===== config.mk =====
export PLATFORM = sky130hd
export DESIGN_NAME = cc_timer
export DESIGN_NICKNAME = d
export VERILOG_FILES = /design/src/rtl/cct_pkg.sv /design/src/rtl/cct_sync.sv /design/src/rtl/cct_counter.sv /design/src/rtl/cct_channel.sv /design/src/rtl/cct_pulse.sv /design/src/rtl/cc_timer.sv
export SDC_FILE = /design/constraint.sdc
export NUM_CORES = 1
export LEC_CHECK = 0
export BUFFER_PORTS_ARGS = -buffer_cell sky130_fd_sc_hd__buf_2
export CAP_MARGIN = 20
export CORE_MARGIN = 2
export CORE_UTILIZATION = 29
export DETAILED_ROUTE_END_ITERATION = 10
export PLACE_DENSITY_LB_ADDON = 0.05
export SYNTH_ARGS = -nofsm -noshare
export SYNTH_HDL_FRONTEND = slang
export SYNTH_HIERARCHICAL = 1
export SYNTH_SLANG_ARGS = --single-unit

===== constraint.sdc =====
create_clock -name clk_i -period 2.4 [get_ports clk_i]
set_input_delay 0.12 -clock clk_i [delete_from_list [all_inputs] [get_ports clk_i]]
set_output_delay 0.12 -clock clk_i [all_outputs]
set_load 0.02 [all_outputs]

===== src/rtl/cct_pkg.sv =====
package cct_pkg;
  typedef struct packed {
    logic ovf_stop;
    logic out_en;
    logic act_hi;
    logic ext_src;
    logic cmp_clr;
    logic ext_clr;
    logic mode1;
    logic mode0;
  } ctrl_t;

  localparam logic [7:0] CTRL_RST = 8'h20;
endpackage


===== src/rtl/cct_sync.sv =====
module cct_sync #(
  parameter int STAGES = 2
) (
  input  logic clk_i,
  input  logic rst_ni,
  input  logic d_i,
  output logic rise_o,
  output logic fall_o
);
  logic [STAGES:0] sh_q;

  always_ff @(posedge clk_i or negedge rst_ni) begin
    if (!rst_ni) sh_q <= '0;
    else         sh_q <= {sh_q[STAGES-1:0], d_i};
  end

  assign rise_o =  sh_q[STAGES-1] & ~sh_q[STAGES];
  assign fall_o = ~sh_q[STAGES-1] &  sh_q[STAGES];
endmodule


===== src/rtl/cct_counter.sv =====
module cct_counter #(
  parameter int W = 16
) (
  input  logic         clk_i,
  input  logic         rst_ni,
  input  logic         run_we_i,
  input  logic         run_wdata_i,
  input  logic         tick_i,
  input  logic         ovf_stop_i,
  input  logic         cmp_clr_i,
  input  logic         hit0_i,
  input  logic         clr_evt_i,
  output logic         adv_o,
  output logic         run_o,
  output logic [W-1:0] cnt_o
);
  logic [W-1:0] cnt_q;
  logic run_q, stop_q, cmp_hit, at_max;

  assign adv_o   = run_q & ~stop_q & tick_i;
  assign cmp_hit = cmp_clr_i & hit0_i;
  assign at_max  = (cnt_q == {W{1'b1}});

  always_ff @(posedge clk_i or negedge rst_ni) begin
    if (!rst_ni) begin
      cnt_q  <= '0;
      run_q  <= 1'b0;
      stop_q <= 1'b0;
    end else begin
      if (run_we_i) begin
        run_q <= run_wdata_i;
        if (run_wdata_i) stop_q <= 1'b0;
      end
      if (clr_evt_i) cnt_q <= '0;
      else if (adv_o) begin
        if (cmp_hit) cnt_q <= '0;
        else if (at_max) begin
          cnt_q <= '0;
          if (ovf_stop_i) stop_q <= 1'b1;
        end else cnt_q <= cnt_q + 1'b1;
      end
    end
  end

  assign run_o = run_q;
  assign cnt_o = cnt_q;

  AST_WRAP_FREE: assert property (@(posedge clk_i) disable iff (!rst_ni)
    (adv_o && !clr_evt_i && !cmp_hit && at_max && !ovf_stop_i) |=> (cnt_q == '0 && !stop_q));
  AST_PARK_ZERO: assert property (@(posedge clk_i) disable iff (!rst_ni)
    stop_q |-> (cnt_q == '0 && !adv_o));
  AST_PARK_RUN_KEPT: assert property (@(posedge clk_i) disable iff (!rst_ni)
    $rose(stop_q) |-> run_q);
  AST_EXT_CLEAR: assert property (@(posedge clk_i) disable iff (!rst_ni)
    clr_evt_i |=> (cnt_q == '0));
  AST_CMP_CLEAR: assert property (@(posedge clk_i) disable iff (!rst_ni)
    (adv_o && cmp_hit) |=> (cnt_q == '0));
endmodule


===== src/rtl/cct_channel.sv =====
module cct_channel #(
  parameter int W = 16
) (
  input  logic         clk_i,
  input  logic         rst_ni,
  input  logic         cmp_mode_i,
  input  logic         we_i,
  input  logic [W-1:0] wdata_i,
  input  logic         trig_i,
  input  logic         adv_i,
  input  logic [W-1:0] cnt_i,
  output logic         hit_o,
  output logic         flag_o,
  output logic [W-1:0] val_o
);
  logic [W-1:0] val_q;
  logic flag_q, cap_evt;

  assign cap_evt = ~cmp_mode_i & trig_i;
  assign hit_o   = cmp_mode_i & adv_i & (cnt_i == val_q);

  always_ff @(posedge clk_i or negedge rst_ni) begin
    if (!rst_ni) begin
      val_q  <= '0;
      flag_q <= 1'b0;
    end else begin
      flag_q <= cap_evt;
      if (we_i)         val_q <= wdata_i;
      else if (cap_evt) val_q <= cnt_i;
    end
  end

  assign flag_o = flag_q;
  assign val_o  = val_q;

  AST_CAP_ONE_CYCLE: assert property (@(posedge clk_i) disable iff (!rst_ni)
    flag_q |=> !flag_q);
  AST_CAP_LATCH: assert property (@(posedge clk_i) disable iff (!rst_ni)
    (cap_evt && !we_i) |=> (val_q == $past(cnt_i)));
endmodule


===== src/rtl/cct_pulse.sv =====
module cct_pulse (
  input  logic clk_i,
  input  logic rst_ni,
  input  logic out_en_i,
  input  logic freeze_i,
  input  logic act_hi_i,
  input  logic set_i,
  input  logic reset_i,
  output logic pulse_o
);
  logic act_q;

  always_ff @(posedge clk_i or negedge rst_ni) begin
    if (!rst_ni)            act_q <= 1'b0;
    else if (!out_en_i)     act_q <= 1'b0;
    else if (!freeze_i) begin
      if (reset_i)          act_q <= 1'b0;  // channel 1 wins
      else if (set_i)       act_q <= 1'b1;
    end
  end

  assign pulse_o = act_hi_i ? act_q : ~act_q;

  AST_OFF_INACTIVE: assert property (@(posedge clk_i) disable iff (!rst_ni)
    !out_en_i |=> !act_q);
  AST_RESET_WINS: assert property (@(posedge clk_i) disable iff (!rst_ni)
    (out_en_i && !freeze_i && reset_i) |=> !act_q);
  AST_FROZEN: assert property (@(posedge clk_i) disable iff (!rst_ni)
    (out_en_i && freeze_i) |=> $stable(act_q));
endmodule


===== src/rtl/cc_timer.sv =====
module cc_timer
  import cct_pkg::*;
#(
  parameter int W  = 16,
  parameter int NCH = 2
) (
  input  logic           clk_i,
  input  logic           rst_ni,
  input  logic           ctrl_we_i,
  input  logic [7:0]     ctrl_wdata_i,
  output logic [7:0]     ctrl_o,
  input  logic           run_we_i,
  input  logic           run_wdata_i,
  output logic           run_o,
  input  logic [NCH-1:0] cc_we_i,
  input  logic [W-1:0]   cc_wdata_i,
  output logic [W-1:0]   cc0_o,
  output logic [W-1:0]   cc1_o,
  input  logic           tick_i,
  input  logic           ext_clk_i,
  input  logic [1:0]     ext_edge_i,
  input  logic           ext_clr_i,
  input  logic [NCH-1:0] cap_trig_i,
  output logic [W-1:0]   count_o,
  output logic [NCH-1:0] cap_flag_o,
  output logic           pulse_o
);
  ctrl_t ctrl_q;
  logic ek_rise, ek_fall, clr_rise, clr_fall, ext_evt, tick_sel, adv, clr_evt;
  logic [NCH-1:0] cap_rise, cap_fall, hit, mode;
  logic [W-1:0] cnt;
  logic [W-1:0] ch_val [NCH];

  always_ff @(posedge clk_i or negedge rst_ni) begin
    if (!rst_ni)        ctrl_q <= ctrl_t'(CTRL_RST);
    else if (ctrl_we_i) ctrl_q <= ctrl_t'(ctrl_wdata_i);
  end
  assign ctrl_o = ctrl_q;
  assign mode   = {ctrl_q.mode1, ctrl_q.mode0};

  cct_sync u_sync_clk (.clk_i, .rst_ni, .d_i(ext_clk_i), .rise_o(ek_rise),  .fall_o(ek_fall));
  cct_sync u_sync_clr (.clk_i, .rst_ni, .d_i(ext_clr_i), .rise_o(clr_rise), .fall_o(clr_fall));

  assign ext_evt  = (ext_edge_i[0] & ek_rise) | (ext_edge_i[1] & ek_fall);
  assign tick_sel = ctrl_q.ext_src ? ext_evt : tick_i;
  assign clr_evt  = ctrl_q.ext_clr & clr_rise;

  cct_counter #(.W(W)) u_counter (
    .clk_i, .rst_ni,
    .run_we_i, .run_wdata_i,
    .tick_i(tick_sel),
    .ovf_stop_i(ctrl_q.ovf_stop),
    .cmp_clr_i(ctrl_q.cmp_clr),
    .hit0_i(hit[0]),
    .clr_evt_i(clr_evt),
    .adv_o(adv),
    .run_o,
    .cnt_o(cnt)
  );

  for (genvar i = 0; i < NCH; i++) begin : g_ch
    cct_sync u_sync_cap (.clk_i, .rst_ni, .d_i(cap_trig_i[i]), .rise_o(cap_rise[i]), .fall_o(cap_fall[i]));
    cct_channel #(.W(W)) u_ch (
      .clk_i, .rst_ni,
      .cmp_mode_i(mode[i]),
      .we_i(cc_we_i[i]),
      .wdata_i(cc_wdata_i),
      .trig_i(cap_rise[i]),
      .adv_i(adv),
      .cnt_i(cnt),
      .hit_o(hit[i]),
      .flag_o(cap_flag_o[i]),
      .val_o(ch_val[i])
    );
  end

  cct_pulse u_pulse (
    .clk_i, .rst_ni,
    .out_en_i(ctrl_q.out_en),
    .freeze_i(~&mode),
    .act_hi_i(ctrl_q.act_hi),
    .set_i(hit[0]),
    .reset_i(hit[1]),
    .pulse_o
  );

  assign cc0_o   = ch_val[0];
  assign cc1_o   = ch_val[1];
  assign count_o = cnt;

  logic unused_fall;
  assign unused_fall = clr_fall ^ (^cap_fall);

  AST_TICK_SOURCE: assert property (@(posedge clk_i) disable iff (!rst_ni)
    (ctrl_q.ext_src && !ext_evt) |-> !adv);
endmodule


==> Word level (Yosys, flattened, before mapping) <==
Index checks and enable logic that the tools add are counted.
{ "word_totals": {"regBits": 73, "inputBits": 38, "output_inout_bits": 60, "wordCells": 79} }
{ "op_classes": {"addsub": 1, "eq_ne": 5, "muxes": 21, "n_bitwise": 27, "reduce_logical": 5} }
{ "ops": {"columns": ["operator", "count"], "rows": [
  ["2-to-1 mux 16 bit", 8],
  ["== test 16 bit", 2],
  ["AND 1 bit", 17],
  ["adder 16 x 1 -> 16 bit (second input constant)", 1],
  ["== test 16 bit (second input constant)", 1],
  ["2-to-1 mux 1 bit", 13],
  ["NOT 1 bit", 9],
  ["nonzero test 2 bit", 3],
  ["AND reduction 2 bit", 2],
  ["inequality test 3 x 1 -> 1 bit (second input constant)", 1],
  ["inequality test 2 x 1 -> 1 bit (second input constant)", 1],
  ["bitwise OR 1 bit", 1]
]} }

==> Longest topological paths before layout <==
{ "depth": {"depth_word": 12, "ltp_mapped": 12} }

==> Cells and area by module <==
Netlist, hierarchy kept.
{ "modules_own_cells": {"columns": ["mod", "instances", "cells_each", "area_each_um2"], "rows": [
  ["cct_channel", 2, 94, 943.4],
  ["cct_counter", 1, 106, 1008.5],
  ["cct_sync", 4, 5, 90.1],
  ["cc_timer", 1, 22, 359.1],
  ["cct_pulse", 1, 5, 55.1]
]} }

==> Worst setup path after synthesis <==
No wires, ideal clock.
{ "synth_path": {"path_kind": "register -> register", "from": "register u_sync_clk.sh_q[1]", "to": "register u_counter.cnt_q[10] (netlist: u_counter/cnt_o[10])", "t_arrival_ns": 2.476, "t_required_ns": 2.260, "slack_ns": -0.216, "stages_incl_launch_ff": 13, "n_path_buf": 1, "period_less_slack_ns": 2.616, "cell_sequence": "dfrtp_1 > and2b_2 > a22oi_1 > a21oi_1 > and3b_1 > buf_6 > nand3_1 > or4_1 > nor4_2 > a21o_1 > a21oi_1 > o31ai_1 > o31ai_1"} }
{ "synth_between": {"elab_chain_cells": 12, "word_cells_on_any_way": 15, "classes_between": "mux: 4; bitwise: 10; reduce/logical: 1"} }
{ "synth_lines": {"columns": ["element", "line_no", "rtl"], "rows": [
  ["from (decl)", "cct_sync.sv:10", "logic [STAGES:0] sh_q;"],
  ["from (signal assigned)", "cct_sync.sv:14", "else sh_q <= {sh_q[STAGES-1:0], d_i};"],
  ["NOT 1 bit", "cct_sync.sv:18", "assign fall_o = ~sh_q[STAGES-1] & sh_q[STAGES];"],
  ["AND 1 bit", "cct_sync.sv:18", null],
  ["named net ek_fall", "cc_timer.sv:29", "logic ek_rise, ek_fall, clr_rise, clr_fall, ext_evt, tick_sel, adv, clr_evt;"],
  ["AND 1 bit", "cc_timer.sv:44", "assign ext_evt = (ext_edge_i[0] & ek_rise) | (ext_edge_i[1] & ek_fall);"],
  ["bitwise OR 1 bit", "cc_timer.sv:44", null],
  ["2-to-1 mux 1 bit", "cc_timer.sv:45", "assign tick_sel = ctrl_q.ext_src ? ext_evt : tick_i;"],
  ["named net tick_sel", "cc_timer.sv:29", null],
  ["AND 1 bit", "cct_counter.sv:20", "assign adv_o = run_q & ~stop_q & tick_i;"],
  ["named net adv", "cc_timer.sv:29", null],
  ["AND 1 bit (2 in a row)", "cct_channel.sv:20", "assign hit_o = cmp_mode_i & adv_i & (cnt_i == val_q);"],
  ["named net hit[0]", "cc_timer.sv:30", "logic [NCH-1:0] cap_rise, cap_fall, hit, mode;"],
  ["AND 1 bit", "cct_counter.sv:21", "assign cmp_hit = cmp_clr_i & hit0_i;"],
  ["2-to-1 mux 16 bit", "cct_counter.sv:36", "if (cmp_hit) cnt_q <= '0;"],
  ["2-to-1 mux 16 bit", "cct_counter.sv:35", "else if (adv_o) begin"],
  ["2-to-1 mux 16 bit", "cct_counter.sv:34", "if (clr_evt_i) cnt_q <= '0;"],
  ["to (signal assigned)", "cct_counter.sv:40", "end else cnt_q <= cnt_q + 1'b1;"],
  ["to (decl)", "cct_counter.sv:17", "logic [W-1:0] cnt_q;"]
]} }
The timed path passes the listed nets, and every way through them passes these cells. The select of a mux whose other input is x is not followed.
A chain may end at the register's enable or synchronous reset.

==> Worst setup path after layout <==
Ends and elaborated chain as after synthesis.

==> impl_results.md <==
* Initial Utilization at 30.0%
* Layout net count at 530
* Most common cell after layout, fill and taps aside: buf_2
* CTS clk-pin slew, worst paths at 0.06 ns
* Fin crit period at 2.50 ns
* # clock sinks at 73
* Die H at 116 um
* GRT overflow at 0
* Peak VDD IR at 269 uV
* Syn Inst Count at 338
* Worst setup SP type: flop
* R2r setup slk at -0.1 ns
* CTS root buf: clkbuf_16
* Setup crit end: u_counter/cnt_o[10]$_DFFE_PN0P_
* CTS tree: yes
* MaxCap Viol Count at 0
* Leakage at 2.56 nW
* Final Cycle Share at 104%
* Fin cells at 664
* Worst Hold Launch: cc_wdata_i[2]
* Fmax at 0.400 GHz
* Fin worst setup slack at -0.0981 ns
* Total I/O pin count at 98
* Pre-CTS setup slack at -0.213 ns
* Clock Latency Late Sink at 0.34 ns
* P&R area growth vs syn at 44.4%
* Syn nets at 377
* Gr usage total at 17.4%
* Relative slew slack at 35.7%
* Critical Path Start: u_sync_clk/sh_q[1]$_DFF_PN0_
* CP max stage delay at 0.43 ns
* Slowest cell on crit path: or4_4
* Share of cells above drive strength 1 at 38.3%
* Most frequent cells in the layout: buf_2 (96), dfrtp_1 (72), nand2_1 (42)
* Worst R2R Start: u_sync_clk/sh_q[1]$_DFF_PN0_
* Netlist Area Pre-Place at 3640 sq um
* Max Buffers Root-to-Sink at 2
* Final Hold Viols at 0
* Worst Tran Pin Value at 0.964 ns
* DRT met1 WL at 5130 um
* Routed wl met3 at 333 um
* Outcome: complete, but fails checks
* DRC at 0
* RSZ-0062 raised after global routing: yes
* Capturing point of the worst reg2reg path: u_counter/cnt_o[10]$_DFFE_PN0P_
* Max FO, Critical Path at 4
* Die width at 116 um
* Met2 wire length at 5220 um
* Synth Area per Inst at 10.8 sq um
* CP arrival at 2.72 ns
* Row Count at 40
* Placer congestion estimate at 0.796
* Antenna violations before repair at 0
* Hold crit path type: in2reg
* PwrDens at 713 nW/um^2
* Via count at 3056
* Clock Skew at 0.00326 ns
* Setup crit end kind: flop
* Routed Antenna Nets at 0
* Failing checks: setup timing
* Clock H-tree levels at 3
* Post-DR wirelength/cell at 16.4 um
* Iter 0 DRT Violations at 109
* Max Transition Viols Final at 0
* Vias/cell at 4.60
* Kind of critical path: reg2reg
* CTS buffer count at 9
* Placed instance count at 621
* Critical Path RT at 2.62 ns
* Diodes inserted at 0
* Top sig layer: met4
* HPWL after detailed placement at 7620 um
* First-pass GRT wire length at 17400 um
* Number of global-route vias before repair at 3082
* R2R depth at 12
* Final setup viols at 16
* DIE AREA at 13500 sq um
* Port Buffers at 97
* Worst-path cell chain: and2b_2, a22oi_2, a21oi_2, and3b_2, nand3_2, or4_4, nor4_4, buf_4, a21oi_4, and2_4, nand4_1, o31ai_1
* CORE AREA at 12200 sq um
* Yosys warnings at 6
* Post-Route WL at 10900 um
* Hold slack at 0.00901 ns
* First-pass detailed-route iteration total at 4
* Largest net degree at the start of global routing at 74
==> sequential cells by signal, summed over array words and instances, names as in the netlist <==
name,count
g_ch.u_ch/val_o,32
u_counter/cnt_o,16
ctrl_o,8
g_ch.u_sync_cap/sh_q,6
u_sync_clk/sh_q,3
u_sync_clr/sh_q,3
g_ch.u_ch/flag_o,2
u_counter/run_o,1
u_counter/stop_q,1
u_pulse/act_q,1
==> per-layer routing <==
| layer | global-route usage (%) | vias up |
|---|---|---|
| li1 | - | 1510 |
| met1 | 23.6 | 1482 |
| met2 | 27.3 | 53 |
| met3 | 3.22 | 11 |
| met4 | 7.86 | 0 |
| met5 | 0 | - |
==> critical path: cells and delay by family (launching register included) <==
family | cells | cell delay, ns
buffers and inverters | 1 | 0.17
AO/OA/AOI/OAI | 4 | 0.33
flip-flops | 1 | 0.38
AND/OR/NAND/NOR | 7 | 1.49
==> worst min path at each step <==
stage                                                 endpoint  slack, ns  depth (start not counted)
final                        g_ch[1].u_ch/val_o[2]$_DFFE_PN0P_      0.009                          3
after global placement    g_ch[0].u_sync_cap/sh_q[0]$_DFF_PN0_       0.23                          1
after CTS                                ctrl_o[3]$_DFFE_PN0P_      0.002                          2
after floorplan                          ctrl_o[0]$_DFFE_PN0P_      -0.18                          0
after global routing                     ctrl_o[5]$_DFFE_PN1P_       0.01                          2
after detailed placement  g_ch[1].u_sync_cap/sh_q[0]$_DFF_PN0_       0.23                          1
==> report_power, final <==
group / total [mW] / internal [mW] / switching (mW)
logic: 0.968 / 0.405 / 0.563
registers: 1.47 / 1.35 / 0.114
clock network: 1.32 / 0.809 / 0.508
==> layout make-up <==
cell class | instances | area (sq um)
clock buffer | 14 | 284
inverter | 7 | 26.3
sequential | 73 | 1830
clock inverter | 2 | 10.0
fill | 1222 | 6900
timing repair buffer | 157 | 1000
tap | 168 | 210
multi-input combinational | 243 | 1900
==> metrics by stage <==
stage / cell area (sq um) / power (mW) / util (%) / setup TNS (ns)
6_report: 5260 / 3.75 / 43.3 / -0.821
5_1_grt: 5260 / 3.97 / 43.3 / -3.05
4_1_cts: 5150 / 3.79 / 42.3 / -0.760
3_5_place_dp: 4520 / 2.40 / 37.2 / -2.16
3_3_place_gp: 4520 / 2.40 / 37.2 / -1.19
2_1_floorplan: 3660 / 1.99 / - / -0.330
==> timing repair <==
item / 4_1_cts / 5_1_grt
resized for setup: 19 / 20
hold endpoints to repair: 102 / 0
setup endpoints to repair: 17 / 18
hold buffers: 22 / 0
cloned: 0 / 0
pin swaps: 18 / 15
buffers inserted: 3 / 2
No activity file was read; power rests on OpenSTA's default activity.
